File: src/rtl/pdc_pkg.sv
package pdc_pkg;
  typedef enum logic [2:0] {
    PD_IDLE  = 3'd0,
    PD_HOLD  = 3'd1,
    PD_SEND  = 3'd2,
    PD_DONE  = 3'd3,
    PD_FAULT = 3'd4
  } pd_state_e;
endpackage

File: src/rtl/pdc_sched_table.sv
module pdc_sched_table #(
  parameter int N_CORES = 3,
  parameter int DEPTH   = 8,
  parameter int TIME_W  = 16,
  localparam int CORE_W = (N_CORES > 1) ? $clog2(N_CORES) : 1,
  localparam int IDX_W  = (DEPTH > 1) ? $clog2(DEPTH) : 1,
  localparam int CNT_W  = $clog2(DEPTH + 1)
) (
  input  logic              clk,
  input  logic              rst_n,
  input  logic              load_en,
  input  logic              clear,
  input  logic              ld_valid,
  output logic              ld_ready,
  input  logic [CORE_W-1:0] ld_core,
  input  logic [TIME_W-1:0] ld_time,
  input  logic [IDX_W-1:0]  rd_idx,
  output logic [CORE_W-1:0] rd_core,
  output logic [TIME_W-1:0] rd_time,
  output logic [CNT_W-1:0]  count
);
  localparam logic [CNT_W-1:0]  FULL_CNT = CNT_W'(DEPTH);
  localparam logic [CORE_W:0]   CORE_LIM = (CORE_W + 1)'(N_CORES);

  logic              beat;
  logic              core_ok;
  logic              wr_en;
  logic [CORE_W-1:0] core_arr [DEPTH];
  logic [TIME_W-1:0] time_arr [DEPTH];

  assign ld_ready = load_en && (count != FULL_CNT);
  assign beat     = ld_valid && ld_ready;
  assign core_ok  = {1'b0, ld_core} < CORE_LIM;
  assign wr_en    = beat && core_ok;

  always_ff @(posedge clk or negedge rst_n) begin
    if (!rst_n)       count <= '0;
    else if (clear)   count <= '0;
    else if (wr_en)   count <= count + 1'b1;
  end

  for (genvar e = 0; e < DEPTH; e++) begin : g_row
    logic [CORE_W-1:0] core_r;
    logic [TIME_W-1:0] time_r;
    always_ff @(posedge clk) begin
      if (wr_en && (count == CNT_W'(e))) begin
        core_r <= ld_core;
        time_r <= ld_time;
      end
    end
    assign core_arr[e] = core_r;
    assign time_arr[e] = time_r;
  end

  assign rd_core = core_arr[rd_idx];
  assign rd_time = time_arr[rd_idx];
endmodule

File: src/rtl/pdc_timers.sv
module pdc_timers #(
  parameter int TIME_W = 16,
  parameter int TO_W   = 8
) (
  input  logic              clk,
  input  logic              rst_n,
  input  logic              tmr_clr,
  input  logic              tmr_run,
  input  logic              wd_clr,
  input  logic              wd_run,
  input  logic [TO_W-1:0]   ack_limit,
  output logic [TIME_W-1:0] tmr,
  output logic              wd_expire
);
  logic [TO_W-1:0] wd;

  always_ff @(posedge clk or negedge rst_n) begin
    if (!rst_n)                  tmr <= '0;
    else if (tmr_clr)            tmr <= '0;
    else if (tmr_run && !(&tmr)) tmr <= tmr + 1'b1;
  end

  always_ff @(posedge clk or negedge rst_n) begin
    if (!rst_n)                wd <= '0;
    else if (wd_clr)           wd <= '0;
    else if (wd_run && !(&wd)) wd <= wd + 1'b1;
  end

  assign wd_expire = ({1'b0, wd} + 1'b1) >= {1'b0, ack_limit};
endmodule

File: src/rtl/pdc_fsm.sv
module pdc_fsm
  import pdc_pkg::*;
#(
  parameter int N_CORES = 3,
  parameter int DEPTH   = 8,
  parameter int TIME_W  = 16,
  localparam int IDX_W  = (DEPTH > 1) ? $clog2(DEPTH) : 1,
  localparam int CNT_W  = $clog2(DEPTH + 1)
) (
  input  logic               clk,
  input  logic               rst_n,
  input  logic               go,
  input  logic [N_CORES-1:0] taken,
  input  logic [N_CORES-1:0] sel,
  input  logic [CNT_W-1:0]   count,
  input  logic [TIME_W-1:0]  rd_time,
  input  logic [TIME_W-1:0]  tmr,
  input  logic               wd_expire,
  output pd_state_e          state,
  output logic [IDX_W-1:0]   idx,
  output logic               tmr_clr,
  output logic               tmr_run,
  output logic               wd_clr,
  output logic               wd_run,
  output logic               tbl_clear,
  output logic               load_en
);
  pd_state_e        nxt;
  logic [IDX_W-1:0] idx_nxt;
  logic             is_last;
  logic             ack;
  logic             stray;

  assign is_last = ({1'b0, idx} + 1'b1) == (IDX_W + 1)'(count);
  assign ack     = |(taken & sel);
  assign stray   = |(taken & ~sel);

  always_comb begin
    nxt       = state;
    idx_nxt   = idx;
    tmr_clr   = 1'b0;
    wd_clr    = 1'b0;
    tbl_clear = 1'b0;
    unique case (state)
      PD_IDLE: begin
        if (go && (count != '0)) begin
          nxt     = PD_HOLD;
          idx_nxt = '0;
          tmr_clr = 1'b1;
        end
      end
      PD_HOLD: begin
        if (|taken) begin
          nxt = PD_FAULT;
        end else if (tmr >= rd_time) begin
          nxt    = PD_SEND;
          wd_clr = 1'b1;
        end
      end
      PD_SEND: begin
        if (stray) begin
          nxt = PD_FAULT;
        end else if (ack) begin
          if (is_last) begin
            nxt = PD_DONE;
          end else begin
            nxt     = PD_HOLD;
            idx_nxt = idx + 1'b1;
          end
        end else if (wd_expire) begin
          nxt = PD_FAULT;
        end
      end
      PD_DONE, PD_FAULT: begin
        if (go) begin
          nxt       = PD_IDLE;
          tbl_clear = 1'b1;
        end
      end
      default: nxt = PD_FAULT;
    endcase
  end

  assign tmr_run = (state == PD_HOLD) || (state == PD_SEND);
  assign wd_run  = (state == PD_SEND);
  assign load_en = (state == PD_IDLE);

  always_ff @(posedge clk or negedge rst_n) begin
    if (!rst_n) begin
      state <= PD_IDLE;
      idx   <= '0;
    end else begin
      state <= nxt;
      idx   <= idx_nxt;
    end
  end
endmodule

File: src/rtl/pkt_dispatch_ctrl.sv
module pkt_dispatch_ctrl
  import pdc_pkg::*;
#(
  parameter int N_CORES = 3,
  parameter int DEPTH   = 8,
  parameter int TIME_W  = 16,
  parameter int TO_W    = 8,
  localparam int CORE_W = (N_CORES > 1) ? $clog2(N_CORES) : 1
) (
  input  logic               clk,
  input  logic               rst_n,
  input  logic               ld_valid_i,
  output logic               ld_ready_o,
  input  logic [CORE_W-1:0]  ld_core_i,
  input  logic [TIME_W-1:0]  ld_time_i,
  input  logic               go_i,
  input  logic [TO_W-1:0]    ack_limit_i,
  input  logic [N_CORES-1:0] taken_i,
  output logic [N_CORES-1:0] notify_o,
  output logic               done_o,
  output logic               fault_o
);
  localparam int IDX_W = (DEPTH > 1) ? $clog2(DEPTH) : 1;
  localparam int CNT_W = $clog2(DEPTH + 1);

  pd_state_e          state;
  logic [IDX_W-1:0]   idx;
  logic [CORE_W-1:0]  rd_core;
  logic [TIME_W-1:0]  rd_time;
  logic [CNT_W-1:0]   count;
  logic [TIME_W-1:0]  tmr;
  logic               wd_expire;
  logic               tmr_clr, tmr_run, wd_clr, wd_run, tbl_clear, load_en;
  logic [N_CORES-1:0] sel;

  pdc_sched_table #(.N_CORES(N_CORES), .DEPTH(DEPTH), .TIME_W(TIME_W)) u_table (
    .clk      (clk),
    .rst_n    (rst_n),
    .load_en  (load_en),
    .clear    (tbl_clear),
    .ld_valid (ld_valid_i),
    .ld_ready (ld_ready_o),
    .ld_core  (ld_core_i),
    .ld_time  (ld_time_i),
    .rd_idx   (idx),
    .rd_core  (rd_core),
    .rd_time  (rd_time),
    .count    (count)
  );

  pdc_timers #(.TIME_W(TIME_W), .TO_W(TO_W)) u_timers (
    .clk       (clk),
    .rst_n     (rst_n),
    .tmr_clr   (tmr_clr),
    .tmr_run   (tmr_run),
    .wd_clr    (wd_clr),
    .wd_run    (wd_run),
    .ack_limit (ack_limit_i),
    .tmr       (tmr),
    .wd_expire (wd_expire)
  );

  for (genvar c = 0; c < N_CORES; c++) begin : g_sel
    assign sel[c] = (rd_core == CORE_W'(c));
  end

  pdc_fsm #(.N_CORES(N_CORES), .DEPTH(DEPTH), .TIME_W(TIME_W)) u_fsm (
    .clk       (clk),
    .rst_n     (rst_n),
    .go        (go_i),
    .taken     (taken_i),
    .sel       (sel),
    .count     (count),
    .rd_time   (rd_time),
    .tmr       (tmr),
    .wd_expire (wd_expire),
    .state     (state),
    .idx       (idx),
    .tmr_clr   (tmr_clr),
    .tmr_run   (tmr_run),
    .wd_clr    (wd_clr),
    .wd_run    (wd_run),
    .tbl_clear (tbl_clear),
    .load_en   (load_en)
  );

  assign notify_o = (state == PD_SEND) ? sel : '0;
  assign done_o   = (state == PD_DONE);
  assign fault_o  = (state == PD_FAULT);
endmodule

File: config.mk
export PLATFORM = sky130hd
export DESIGN_NAME = pkt_dispatch_ctrl
export DESIGN_NICKNAME = d
export VERILOG_FILES = /design/src/rtl/pdc_pkg.sv /design/src/rtl/pdc_sched_table.sv /design/src/rtl/pdc_timers.sv /design/src/rtl/pdc_fsm.sv /design/src/rtl/pkt_dispatch_ctrl.sv
export SDC_FILE = /design/constraint.sdc
export NUM_CORES = 1
export LEC_CHECK = 0
export ABC_CLOCK_PERIOD_IN_PS = 3300
export BUFFER_PORTS_ARGS = -buffer_cell sky130_fd_sc_hd__buf_2
export CORE_ASPECT_RATIO = 0.6
export CORE_MARGIN = 5
export CORE_UTILIZATION = 45
export CTS_BUF_LIST = sky130_fd_sc_hd__clkbuf_4 sky130_fd_sc_hd__clkbuf_8
export DETAILED_ROUTE_END_ITERATION = 10
export PLACE_DENSITY = 0.67
export SETUP_SLACK_MARGIN = 0.2
export SKIP_CTS_REPAIR_TIMING = 1
export SLEW_MARGIN = 20
export SYNTH_ARGS = -nofsm -noshare
export SYNTH_HDL_FRONTEND = slang
export SYNTH_SLANG_ARGS = --single-unit
File: constraint.sdc
create_clock -name clk -period 3.3 [get_ports clk]
set_input_delay 0.495 -clock clk [delete_from_list [all_inputs] [get_ports clk]]
set_output_delay 0.495 -clock clk [all_outputs]
set_load 0.02 [all_outputs]
==> key figures <==
Setup path
  • Kind of end point of the critical path: register
  • Top Family by Delay on Critical Path: simple AND/OR/NAND/NOR gates
  • Setup crit start kind: register
  • CP max-delay cell: or4_4
  • Worst path most repeated cell: nor3_1
  • CP arrival: 3.38 ns
  • Cell Chain, Critical Path: buf_12, mux4_2, mux2i_2, ha_1, nand4_1, nor3_1, or4_4, nor3_2, nor3_1, a2bb2oi_1
  • Crit Path Class: register to register
  • CP required: 3.67 ns
  • Worst Path Max Fanout: 6
  • Slowest cell delay on critical path: 0.57 ns
  • Worst path buffer plus inverter count: 1

Floorplanning
  • IO Pins: 39
  • Die ar.: between 0.02 and 0.025 sq mm
  • Core area: 0.01731 sq mm
  • Std cell rows: 37
  • Initial Utilization: 0.4634
  • Die X: 182.4 um
  • Die Y: about 110 um

Power
  • Peak supply drop: 0.4680 mV
  • LEAKAGE: 0.003269 uW
  • Power density over the cells: 737.8 mW/mm^2

CTS
  • CTS Root Cell: clkbuf_8
  • Longest Clk Path Bufs: 2
  • Clk sinks: 178
  • Clk_lat worst skew: 0.48 ns
  • Total CTS buffers: 17
  • CTS tree: yes
  • H-tree depth: 4
  • Clock transition at path regs: 0.11 ns

Synth
  • Ys async rst share: 0.1910
  • Synth area leader: edfxtp_1
  • Post-Syn Nets: ~580
  • Multiplexer share of the synthesized area: 0.1272
  • EDFF count, synth: ~140
  • Compound-cell area share of the yosys netlist: 0.04865
  • Post-synthesis sequential area ratio: 0.6449
  • Ys flop type: edfxtp_1
  • Distinct cells, synth: 55
  • Synth Cell Area: 0.008024 sq mm
  • Ys Warns: 0
  • Top-area cell type share of the netlist area: 0.5389
  • Top-count cell post-synth: edfxtp_1
  • Seq cells post-synth: about 180
  • Post-Syn Instances: 515
  • Mean Syn Cell Area: approximately 16 sq um
  • Top cells by count, synth: 144 x edfxtp_1, 36 x mux4_2, 34 x dfrtp_1, 32 x nor2_1, 31 x ha_1
  • Largest family of logic cells by synthesized area: multiplexers
  • Post-Synth Adder-Cell Area: 0.04834
  • Top cells by area, synth: edfxtp_1 54%, dfrtp_1 11%, mux4_2 10%
  • Simple-Gate Fraction of Synth Area: 0.08592
  • Synth Area in XOR/XNOR: 0.02838

Final layout
  • Number of fill cells: 1434
  • Storage cell area: 0.005176 sq mm
  • Fraction of layout cells with a size suffix above 1: 0.2504
  • Area Growth Syn to Fin: 13.83%
  • Final net count: ~640
  • Cell Count, Final, Fillers Out: 825
  • Final core occ: 0.5275
  • Area of the multi-input gates: 0.002771 sq mm
  • Antenna diodes: 0

Hold path
  • Worst hold path type: input pin to async pin

Timing
  • Final period util: 0.9115
  • Max Slew Vio Count: 0
  • Worst Tran Pin Value: 0.9302 ns
  • Final setup viols: 0
  • Setup TNS: 0 ns
  • Final hold violation count: 0
  • Clock skew: 0.01521 ns
  • Highest Clock Rate: around 330 MHz
  • Worst hold slack: around 0.082 ns
  • Period minus WS final: 3.008 ns
  • RSZ-0062 raised after global routing: yes
  • Worst slew margin: 0.3757

GRT
  • GRT Total Usage: 0.1641
  • Largest net degree at the start of global routing: 35
  • Overflow after GRT: 0
  • Vias in the first global route: 4629
  • Antenna violations before repair: 1
  • First-pass GRT wire length: around 26000 um

Routing
  • Drt wl/cell: 20.13 um
  • Pre-antenna DRT Iters: 5
  • DRT iter0 DRCs: approximately 350
  • Aggregate routed wire length: 16600 um
  • DRC violations left: 0
  • DRT antenna net count: 0
  • Vias: 4626
  • Vias per inst: 5.607

Job
  • Max cap viols: 0

Placed design
  • Port bufs: 38
  • Post-DP HPWL: 10670 um
  • Routability congestion estimate: 0.8377
  • Placed Cells: between 700 and 800

Outcome
  • Status: finished, final reports clean
-- final timing paths --
kind / slack (ns) / cells past startpoint / startpoint / end
min in group clk: 0.28 / 1 / ld_time_i[9] / u_table.g_row[0].time_r[9]
hold reg to reg: 0.57 / 1 / u_timers.tmr[2] / u_timers.tmr[2]
setup reg to reg: 0.29 / 10 / u_fsm.idx[0] / u_fsm.state[1]
max in group asynchronous: 2.67 / 1 / rst_n / u_fsm.idx[0]
setup / recovery: 0.29 / 10 / u_fsm.idx[0] / u_fsm.state[1]
hold / removal: 0.08 / 1 / rst_n / u_table.count[2]
-- placed cells by master (no fill, tap or decap), types with 3 or more instances in the layout --
master / synthesis / layout
a211oi_1: 3 / 3
a21o_1: 3 / 3
a21oi_1: 14 / 12
a21oi_2: 1 / 3
a31oi_1: 4 / 4
and2_1: 8 / 8
and3_1: 10 / 10
and4_1: 4 / 4
buf_12: 0 / 3
buf_2: 4 / 38
buf_4: 0 / 18
clkbuf_8: 0 / 17
clkinvlp_4: 0 / 4
dfrtp_1: 34 / 33
edfxtp_1: 144 / 144
ha_1: 31 / 31
inv_1: 15 / 15
inv_8: 0 / 5
mux2i_1: 17 / 13
mux2i_2: 1 / 4
mux4_2: 36 / 36
nand2_1: 27 / 27
nand2b_1: 4 / 4
nand3_1: 12 / 12
nand4_1: 9 / 9
nor2_1: 32 / 30
nor3_1: 10 / 8
o211ai_1: 3 / 3
o21ai_0: 7 / 7
o21ai_1: 6 / 6
or3_1: 6 / 6
xnor2_1: 6 / 6
xor2_1: 20 / 20
-- cell type report --
class	count	area share
Multi-Input combinational cell	305	0.3034
Inverter	15	0.006164
Tap cell	234	0.03205
Timing Repair Buffer	61	0.04767
Clock inverter	15	0.01836
Clock buffer	17	0.02562
Sequential cell	178	0.5667
-- where the power goes --
part	leakage [uW]	switching, uW	internal [uW]	total, uW
sequential	0.00173	281	2660	2940
combinational	0.00135	1180	1130	2300
clock	0.000191	864	632	1500
total	0.00327	2320	4420	6740
-- metal layers --
metal  vias up  track usage  wire (um)
met5         -            0         13
met4         2      0.04398        119
met3        13      0.04238        690
li1       2140            -          -
met1      2369       0.2404       8180
met2       102       0.2465       7601
-- cells by family (layout without fill, tap and decap cells) --
group / Yosys count / after routing
compound gates: 59 / 59
xor+xnor: 26 / 26
fa+ha+maj: 31 / 31
buf+inv: 32 / 108
flops: 178 / 178
mux: 56 / 56
simple gates: 133 / 133
-- stage by stage --
stage / worst slack [ns] / instance area, sq um / total power [uW]
global placement: 0.3008 / 8572 / 4999
CTS: 0.2238 / 8974 / 6601
floorplan: 0.2042 / 8033 / 4507
global route: 0.1611 / 9134 / 7174
finish: 0.2920 / 9134 / 6739
detailed placement: 0.2562 / 8572 / 5103
-- worst reg2reg max path: stages (launching register included) --
cell	delay [ns]
dfrtp_2	0.52
buf_12	0.17
mux4_2	0.52
mux2i_2	0.20
ha_1	0.28
nand4_1	0.16
nor3_1	0.08
or4_4	0.57
nor3_2	0.17
nor3_1	0.07
a2bb2oi_1	0.16
-- registers in the layout (all words and copies together) (netlist names) --
signal,flops
u_table.count,4
u_fsm.idx,3
u_timers.tmr,16
u_fsm.state,3
u_table.g_row.time_r,128
u_table.g_row.core_r,16
u_timers.wd,8
(Power assumes the default switching activity.)
